`config.mk`:
```
export PLATFORM = sky130hd
export DESIGN_NAME = spi_hold_pause
export DESIGN_NICKNAME = d
export VERILOG_FILES = /design/src/rtl/spi_hold_pkg.sv /design/src/rtl/spi_hold_sync.sv /design/src/rtl/spi_hold_fsm.sv /design/src/rtl/spi_hold_pause.sv
export SDC_FILE = /design/constraint.sdc
export NUM_CORES = 1
export LEC_CHECK = 0
export BUFFER_PORTS_ARGS = -buffer_cell sky130_fd_sc_hd__buf_2
export CORE_AREA = 4 4 41 43
export DETAILED_ROUTE_END_ITERATION = 8
export DIE_AREA = 0 0 45 47
export PLACE_DENSITY = 0.51
export SLEW_MARGIN = 20
export SYNTH_ARGS = -nofsm -noshare
export SYNTH_HDL_FRONTEND = slang
export SYNTH_SLANG_ARGS = --single-unit
```
`constraint.sdc`:
```
create_clock -name clk -period 1 [get_ports clk]
set_input_delay 0.1 -clock clk [delete_from_list [all_inputs] [get_ports clk]]
set_output_delay 0.1 -clock clk [all_outputs]
set_load 0.01 [all_outputs]
```
`src/rtl/spi_hold_pkg.sv`:
```
package spi_hold_pkg;
  typedef enum logic [1:0] {
    ST_RUN       = 2'd0,
    ST_PAUSE     = 2'd1,
    ST_LOCK_HOLD = 2'd2,
    ST_LOCK_SEL  = 2'd3
  } hold_state_e;
endpackage

```
`src/rtl/spi_hold_sync.sv`:
```
module spi_hold_sync #(
  parameter int          WIDTH   = 3,
  parameter int          STAGES  = 2,
  parameter logic [WIDTH-1:0] RST_VAL = '0
) (
  input  logic             clk,
  input  logic             rst_n,
  input  logic [WIDTH-1:0] d,
  output logic [WIDTH-1:0] q
);
  generate
    if (STAGES == 0) begin : g_bypass
      assign q = d;
    end else begin : g_chain
      logic [WIDTH-1:0] chain [STAGES];
      always_ff @(posedge clk or negedge rst_n) begin
        if (!rst_n) begin
          for (int i = 0; i < STAGES; i++) chain[i] <= RST_VAL;
        end else begin
          chain[0] <= d;
          for (int i = 1; i < STAGES; i++) chain[i] <= chain[i-1];
        end
      end
      assign q = chain[STAGES-1];
    end
  endgenerate
endmodule

```
`src/rtl/spi_hold_fsm.sv`:
```
module spi_hold_fsm
  import spi_hold_pkg::*;
(
  input  logic        clk,
  input  logic        rst_n,
  input  logic        cs_n,
  input  logic        hold_n,
  input  logic        sclk,
  output hold_state_e state,
  output logic        shift_en
);
  hold_state_e state_nx;
  logic        sclk_q;

  // Pause entry and exit both require the serial clock low, which defers
  // an edge seen during the high phase to the next low phase.
  always_comb begin
    state_nx = state;
    unique case (state)
      ST_RUN:       if (!cs_n && !hold_n && !sclk) state_nx = ST_PAUSE;
      ST_PAUSE:     if (cs_n)                      state_nx = ST_LOCK_HOLD;
                    else if (hold_n && !sclk)      state_nx = ST_RUN;
      ST_LOCK_HOLD: if (hold_n && cs_n)            state_nx = ST_LOCK_SEL;
      ST_LOCK_SEL:  if (!hold_n)                   state_nx = ST_LOCK_HOLD;
                    else if (!cs_n)                state_nx = ST_RUN;
      default:                                     state_nx = ST_RUN;
    endcase
  end

  always_ff @(posedge clk or negedge rst_n) begin
    if (!rst_n) begin
      state  <= ST_RUN;
      sclk_q <= 1'b0;
    end else begin
      state  <= state_nx;
      sclk_q <= sclk;
    end
  end

  assign shift_en = (state == ST_RUN) && !cs_n && sclk && !sclk_q;
endmodule

```
`src/rtl/spi_hold_pause.sv`:
```
module spi_hold_pause
  import spi_hold_pkg::*;
#(
  parameter int SYNC_STAGES = 2
) (
  input  logic clk,
  input  logic rst_n,
  input  logic cs_n,
  input  logic hold_n,
  input  logic sclk,
  output logic hold_active,
  output logic out_en_n,
  output logic if_reset,
  output logic shift_en
);
  localparam int NPINS = 3;
  localparam logic [NPINS-1:0] PIN_IDLE = 3'b110; // cs_n, hold_n, sclk

  logic [NPINS-1:0] pins_s;
  logic             s_cs_n, s_hold_n, s_sclk;
  hold_state_e      state;

  spi_hold_sync #(
    .WIDTH  (NPINS),
    .STAGES (SYNC_STAGES),
    .RST_VAL(PIN_IDLE)
  ) u_sync (
    .clk  (clk),
    .rst_n(rst_n),
    .d    ({cs_n, hold_n, sclk}),
    .q    (pins_s)
  );

  assign {s_cs_n, s_hold_n, s_sclk} = pins_s;

  spi_hold_fsm u_fsm (
    .clk     (clk),
    .rst_n   (rst_n),
    .cs_n    (s_cs_n),
    .hold_n  (s_hold_n),
    .sclk    (s_sclk),
    .state   (state),
    .shift_en(shift_en)
  );

  assign hold_active = (state == ST_PAUSE);
  assign if_reset    = (state == ST_LOCK_HOLD) || (state == ST_LOCK_SEL);
  assign out_en_n    = s_cs_n || (state != ST_RUN);
endmodule

```
=== After elaboration in Yosys (flattened, before gate mapping) ===
Index checks and enable logic that the tools add are counted.

* Add/subtract/negate cells: 0
* Reduce and logical (&&, ||, !) cells: 16
* Order comparisons: 0
* Shift operators: 0
* Multipliers: 0
* Bitwise logic cells: 0
* Equality and inequality tests: 7
* Mux-type cells: 7
* Divide/modulo/power cells: 0

{| class="wikitable"
|+ Operators by type and width
! cell !! count
|-
| $mux 2 || 6
|-
| $pmux 2 s4 || 1
|-
| $logic_and 1x1->1 || 7
|-
| $eq 2x2->1 const B || 2
|-
| $logic_not 1->1 || 4
|-
| $ne 2x1->1 const B || 2
|-
| $reduce_and 4->1 || 1
|-
| $ne 3x1->1 const B || 1
|-
| $ne 3x3->1 const B || 1
|-
| $eq 2x1->1 const B || 1
|-
| $logic_not 2->1 || 1
|-
| $logic_or 1x1->1 || 2
|-
| $reduce_bool 2->1 || 1
|}

* Memories kept: 0
* Output and inout port bits: 4
* RAM bits: 0
* Memory bits (read-only): 0
* Latch bits: 0
* Logic and storage cells: 34
* Register bits after elaboration: 9

=== Depth between registers and ports, before layout ===
* Depth after elaboration: 5
* Mapped depth: 2

=== Modules after synthesis ===
Synthesis repeated with hierarchy kept, for this count alone.

* Cell total of the unflattened synthesis: 23
* Area, all modules: 335.3 um2

{| class="wikitable"
|+ By module, submodules not included
! module !! area an instance (um2) !! seq. area each (um2) !! cells each !! times used
|-
| spi_hold_sync || 177.7 || 155.1 || 9 || 1
|-
| spi_hold_fsm || 141.4 || 75.1 || 11 || 1
|-
| spi_hold_pause || 16.3 || 0.0 || 3 || 1
|}

=== Worst setup path before layout ===
Ideal clock, no wire load.

* Path type: flip-flop to output port
* Start: register u_fsm.state[0]
* End: output shift_en
* Cell stages (with the launch flop): 3
* Data arrival time: 1034 ps
* Path buffers: 0
* Path slack: -134 ps
* Required time: 900 ps
* Cell sequence: dfrtp_1 or3_4 nor3b_2

* Word-level cells in the longest chain between the ends: 4

{| class="wikitable"
|+ Ends and longest elaborated chain
! what !! line !! text
|-
| start, declared || spi_hold_fsm.sv:9 || <nowiki>output hold_state_e state,</nowiki>
|-
| start signal, assigned || spi_hold_fsm.sv:35 || <nowiki>state <= state_nx;</nowiki>
|-
| $logic_not 2->1 || spi_hold_fsm.sv:40 || <nowiki>assign shift_en = (state == ST_RUN) && !cs_n && sclk && !sclk_q;</nowiki>
|-
| $logic_and 1x1->1 (3 in a row) || spi_hold_fsm.sv:40 ||
|-
| end, declared || spi_hold_pause.sv:14 || <nowiki>output logic shift_en</nowiki>
|}

Every way passes these cells.

=== Worst setup path in the final report ===
* Start: register u_sync.g_chain.chain (netlist bit u_sync.q[2])
* End: output shift_en

* Word-level cells in the longest chain between the ends: 4

{| class="wikitable"
|+ Ends and longest elaborated chain
! what !! line !! text
|-
| start, declared || spi_hold_sync.sv:15 || <nowiki>logic [WIDTH-1:0] chain [STAGES];</nowiki>
|-
| $logic_not 1->1 || n/a ||
|-
| $logic_and 1x1->1 (3 in a row) || spi_hold_fsm.sv:40 ||
|}

Every way passes these cells.

==> impl_summary.log <==
[metrics] Syn. warnings: 0
[metrics] number of global-route vias before repair: 216
[metrics] reg2reg start: u_fsm.state[0]
[metrics] Crit. End Element: output port
[metrics] Power Density: 2190 nW/um^2
[metrics] CTS Sinks: 9
[metrics] Max Freq: 703 MHz
[metrics] average size of a mapped cell: 16.0 um^2
[metrics] Total Power Consumption: 1.11 mW
[metrics] number of antenna diodes: 0
[metrics] clock-pin slew on the worst setup and hold paths: 0.06 ns
[metrics] endpoints failing hold: 0
[metrics] maximum number of pins on one net before global-route repair: 10
[metrics] slew margin rel.: 84.2%
[metrics] Setup violations, final: 4
[metrics] reg-to-reg setup timing slack: 0.03 ns
[metrics] Starting Density: 23.4%
[metrics] post-route ant nets: 0
[metrics] clock latency at the later pin of the worst-skew pair: 0.25 ns
[metrics] critical path, cell by cell: or3_4, nor3b_4, buf_2
[metrics] die outline width: 45 um
[metrics] sequential element share of the synthesized area: 75.7%
[metrics] FF+latch count, synth: 9
[metrics] kind of launch point of the worst setup path: flip-flop
[metrics] H-tree depth: 1
[metrics] Crit Reg-Reg Endpoint: u_fsm.state[0]
[metrics] DRC violation count after routing: 0
[metrics] post-route fraction of the period consumed by the critical path: 142%
[metrics] Worst R2R Path Depth: 4
[metrics] adder and majority gate portion of the synthesized area: 0%
[metrics] Die H: 47 um
[metrics] max-cap violation count: 0
[metrics] max-slew violation count: 0
[metrics] Top Ports: 9
[metrics] smallest setup slack after layout: -0.423 ns
[metrics] Unique masters post-synth: 10
[metrics] Post-Syn Area: 304 um^2
[metrics] TritonCTS clock tree: yes
[metrics] detailed-router iteration count before antenna repair: 1
[metrics] total number of placement rows: 13
[metrics] critical path data required time: 0.90 ns
[metrics] Synthesized Nets: 24
[metrics] violated checks: negative setup slack
[metrics] slowest stage cell, crit path: or3_4
[metrics] synth top area cells: dfrtp_1, dfstp_2, nor2b_1, nor3b_2, or3_4
[metrics] capturing instance or port of the critical path: shift_en
[metrics] wire length of the first global-routing pass: 938 um
[metrics] Leak: 0.232 nW
[metrics] DRT iter0 DRCs: 0
[metrics] Inserted Clock Buffers: 3
[metrics] Core ar.: 1300 um^2
[metrics] IO buf count: 8
[metrics] vias per inst: 3.91
[metrics] total grt overflow: 0
[metrics] cell at the root of the clock tree: clkbuf_4
[metrics] Post-Synth XOR/XNOR Area: 0%
[metrics] maximum clock insertion buffer count: 2
[metrics] Final Wtd Congestion: 0.624
[metrics] RSZ-0062 raised after global routing: true
[metrics] worst vdd rail ir drop: 0.839 mV
[metrics] main combinational cell family by area after synthesis: simple AND/OR/NAND/NOR gates
[metrics] worst setup skew after layout: 0.00373 ns
[metrics] overall routed net length: 555 um
[metrics] proportion of layout cells with a drive suffix above 1: 64.1%
[metrics] sum of negative setup slack: -0.926 ns
[metrics] floorplan die area: 2120 um^2
[metrics] proportion of netlist area held by the largest area contributor: 41.2%
[metrics] most area-hungry cell type in the Yosys netlist: dfrtp_1
[metrics] longest individual stage delay on the worst path: 0.40 ns
[metrics] multiplexer fraction of the synthesized cell area: 0%
[metrics] Critical Path Fanout Max: 2
[metrics] type of the most critical hold path: in -> async
[metrics] cell count after synthesis: 19
[metrics] routed wirelength normalized by instance count: 10.3 um
[metrics] fin crit period: 1.42 ns
[metrics] Compound-Gate Fraction of Synth Area: 6.17%
[metrics] arrival time reported for the critical path endpoint: 1.32 ns
[metrics] global router's overall resource usage: 6.78%
[metrics] antenna violations before repair: 0
[metrics] path type of the worst setup path: reg -> out
[metrics] routed vias: 211
[metrics] Layout Area Growth over Synthesis: 66.7%
[metrics] crit path from: u_sync.q[2]
[metrics] outcome: finished, violations left
[metrics] transition time at the pin with the least slew margin: 0.234 ns
[metrics] Synth Area in Simple Gates: 16.9%
[metrics] number of nets in the final layout: 45
==> flip-flops by register name, indices dropped and copies added (netlist names) <==
signal / flops
u_sync.q: 3
u_fsm.sclk_q: 1
u_fsm.state: 2
u_sync.g_chain.chain: 3
==> worst max-delay path, delay by kind of cell (launching register included) <==
family,cells,cell delay [ns]
AND/OR/NAND/NOR,2,0.56
flip-flops,1,0.37
buffers and inverters,1,0.14
==> power by group <==
| part | internal [mW] | leakage, nW | switching, mW |
|---|---|---|---|
| clock | 0.153 | 0.0150 | 0.118 |
| sequential | 0.418 | 0.102 | 0.0272 |
| combinational | 0.246 | 0.116 | 0.149 |
| total | 0.817 | 0.232 | 0.294 |
==> layout by cell type (no fill, tap or decap) <==
cell,count
dfrtp_1,5
buf_2,6
or3_4,1
dlygate4sd3_1,4
nor3b_4,1
nand2_1,1
clkbuf_4,3
buf_6,4
dfstp_2,4
nor2b_1,2
nand3_1,1
nor2b_2,1
a22o_4,1
o41ai_2,1
clkbuf_1,1
buf_4,3
==> synth_stat cells <==
master    count
dfrtp_1       5
dfstp_2       4
nor2b_1       3
a22o_2        1
clkbuf_1      1
nand2_1       1
nand3_1       1
nor3b_2       1
o41ai_1       1
or3_4         1
==> cell families (layout without fill, tap and decap cells) <==
| family | count (synthesis) | in the layout |
|---|---|---|
| buffers and inverters | 1 | 21 |
| flip-flops | 9 | 9 |
| AND/OR/NAND/NOR | 7 | 7 |
| AO/OA/AOI/OAI | 2 | 2 |
==> layer usage <==
metal | global-route usage [%] | up-vias | part of all wire (%)
li1 | - | 106 | -
met1 | 6.79 | 96 | 39
met2 | 10.7 | 9 | 52
met3 | 3.45 | 0 | 9.0
met4 | 5.26 | 0 | 0
met5 | 0 | - | 0
==> metrics by stage <==
step	worst slack, ns	std cells	hold slack, ns	instance area [um^2]	util [%]
after floorplan	-0.125	19	-0.196	310	-
after global placement	-0.154	44	-0.0496	388	29.8
after detailed placement	-0.169	44	-0.0408	388	29.8
after CTS	-0.442	53	0.207	479	36.8
after global routing	-0.486	54	0.262	507	38.9
final	-0.423	54	0.231	507	38.9
==> worst min path at each step <==
stage / from / to / slack (ns) / cells past startpoint
after floorplan: rst_n / u_fsm.sclk_q / -0.20 / 0
after global placement: rst_n / u_sync.g_chain.chain[3] / -0.05 / 1
after detailed placement: rst_n / u_sync.g_chain.chain[3] / -0.04 / 1
after CTS: rst_n / u_fsm.state[0] / 0.21 / 2
after global routing: rst_n / u_fsm.state[0] / 0.26 / 2
final: rst_n / u_fsm.state[0] / 0.23 / 2
==> timing repair <==
action,4_1_cts,5_1_grt
buffers inserted,1,2
gates resized for setup,3,4
hold buffers,4,0
endpoints found under the hold margin,12,0
pin swaps,1,0
setup endpoints to repair,5,6
==> final cells by class <==
type,instances,area [um^2]
Clock buffer,4,26.3
Fill cell,136,795
Timing Repair Buffer,17,138
Sequential cell,9,230
Multi-Input combinational cell,9,93.8
Tap cell,15,18.8
(Power assumes the default switching activity.)
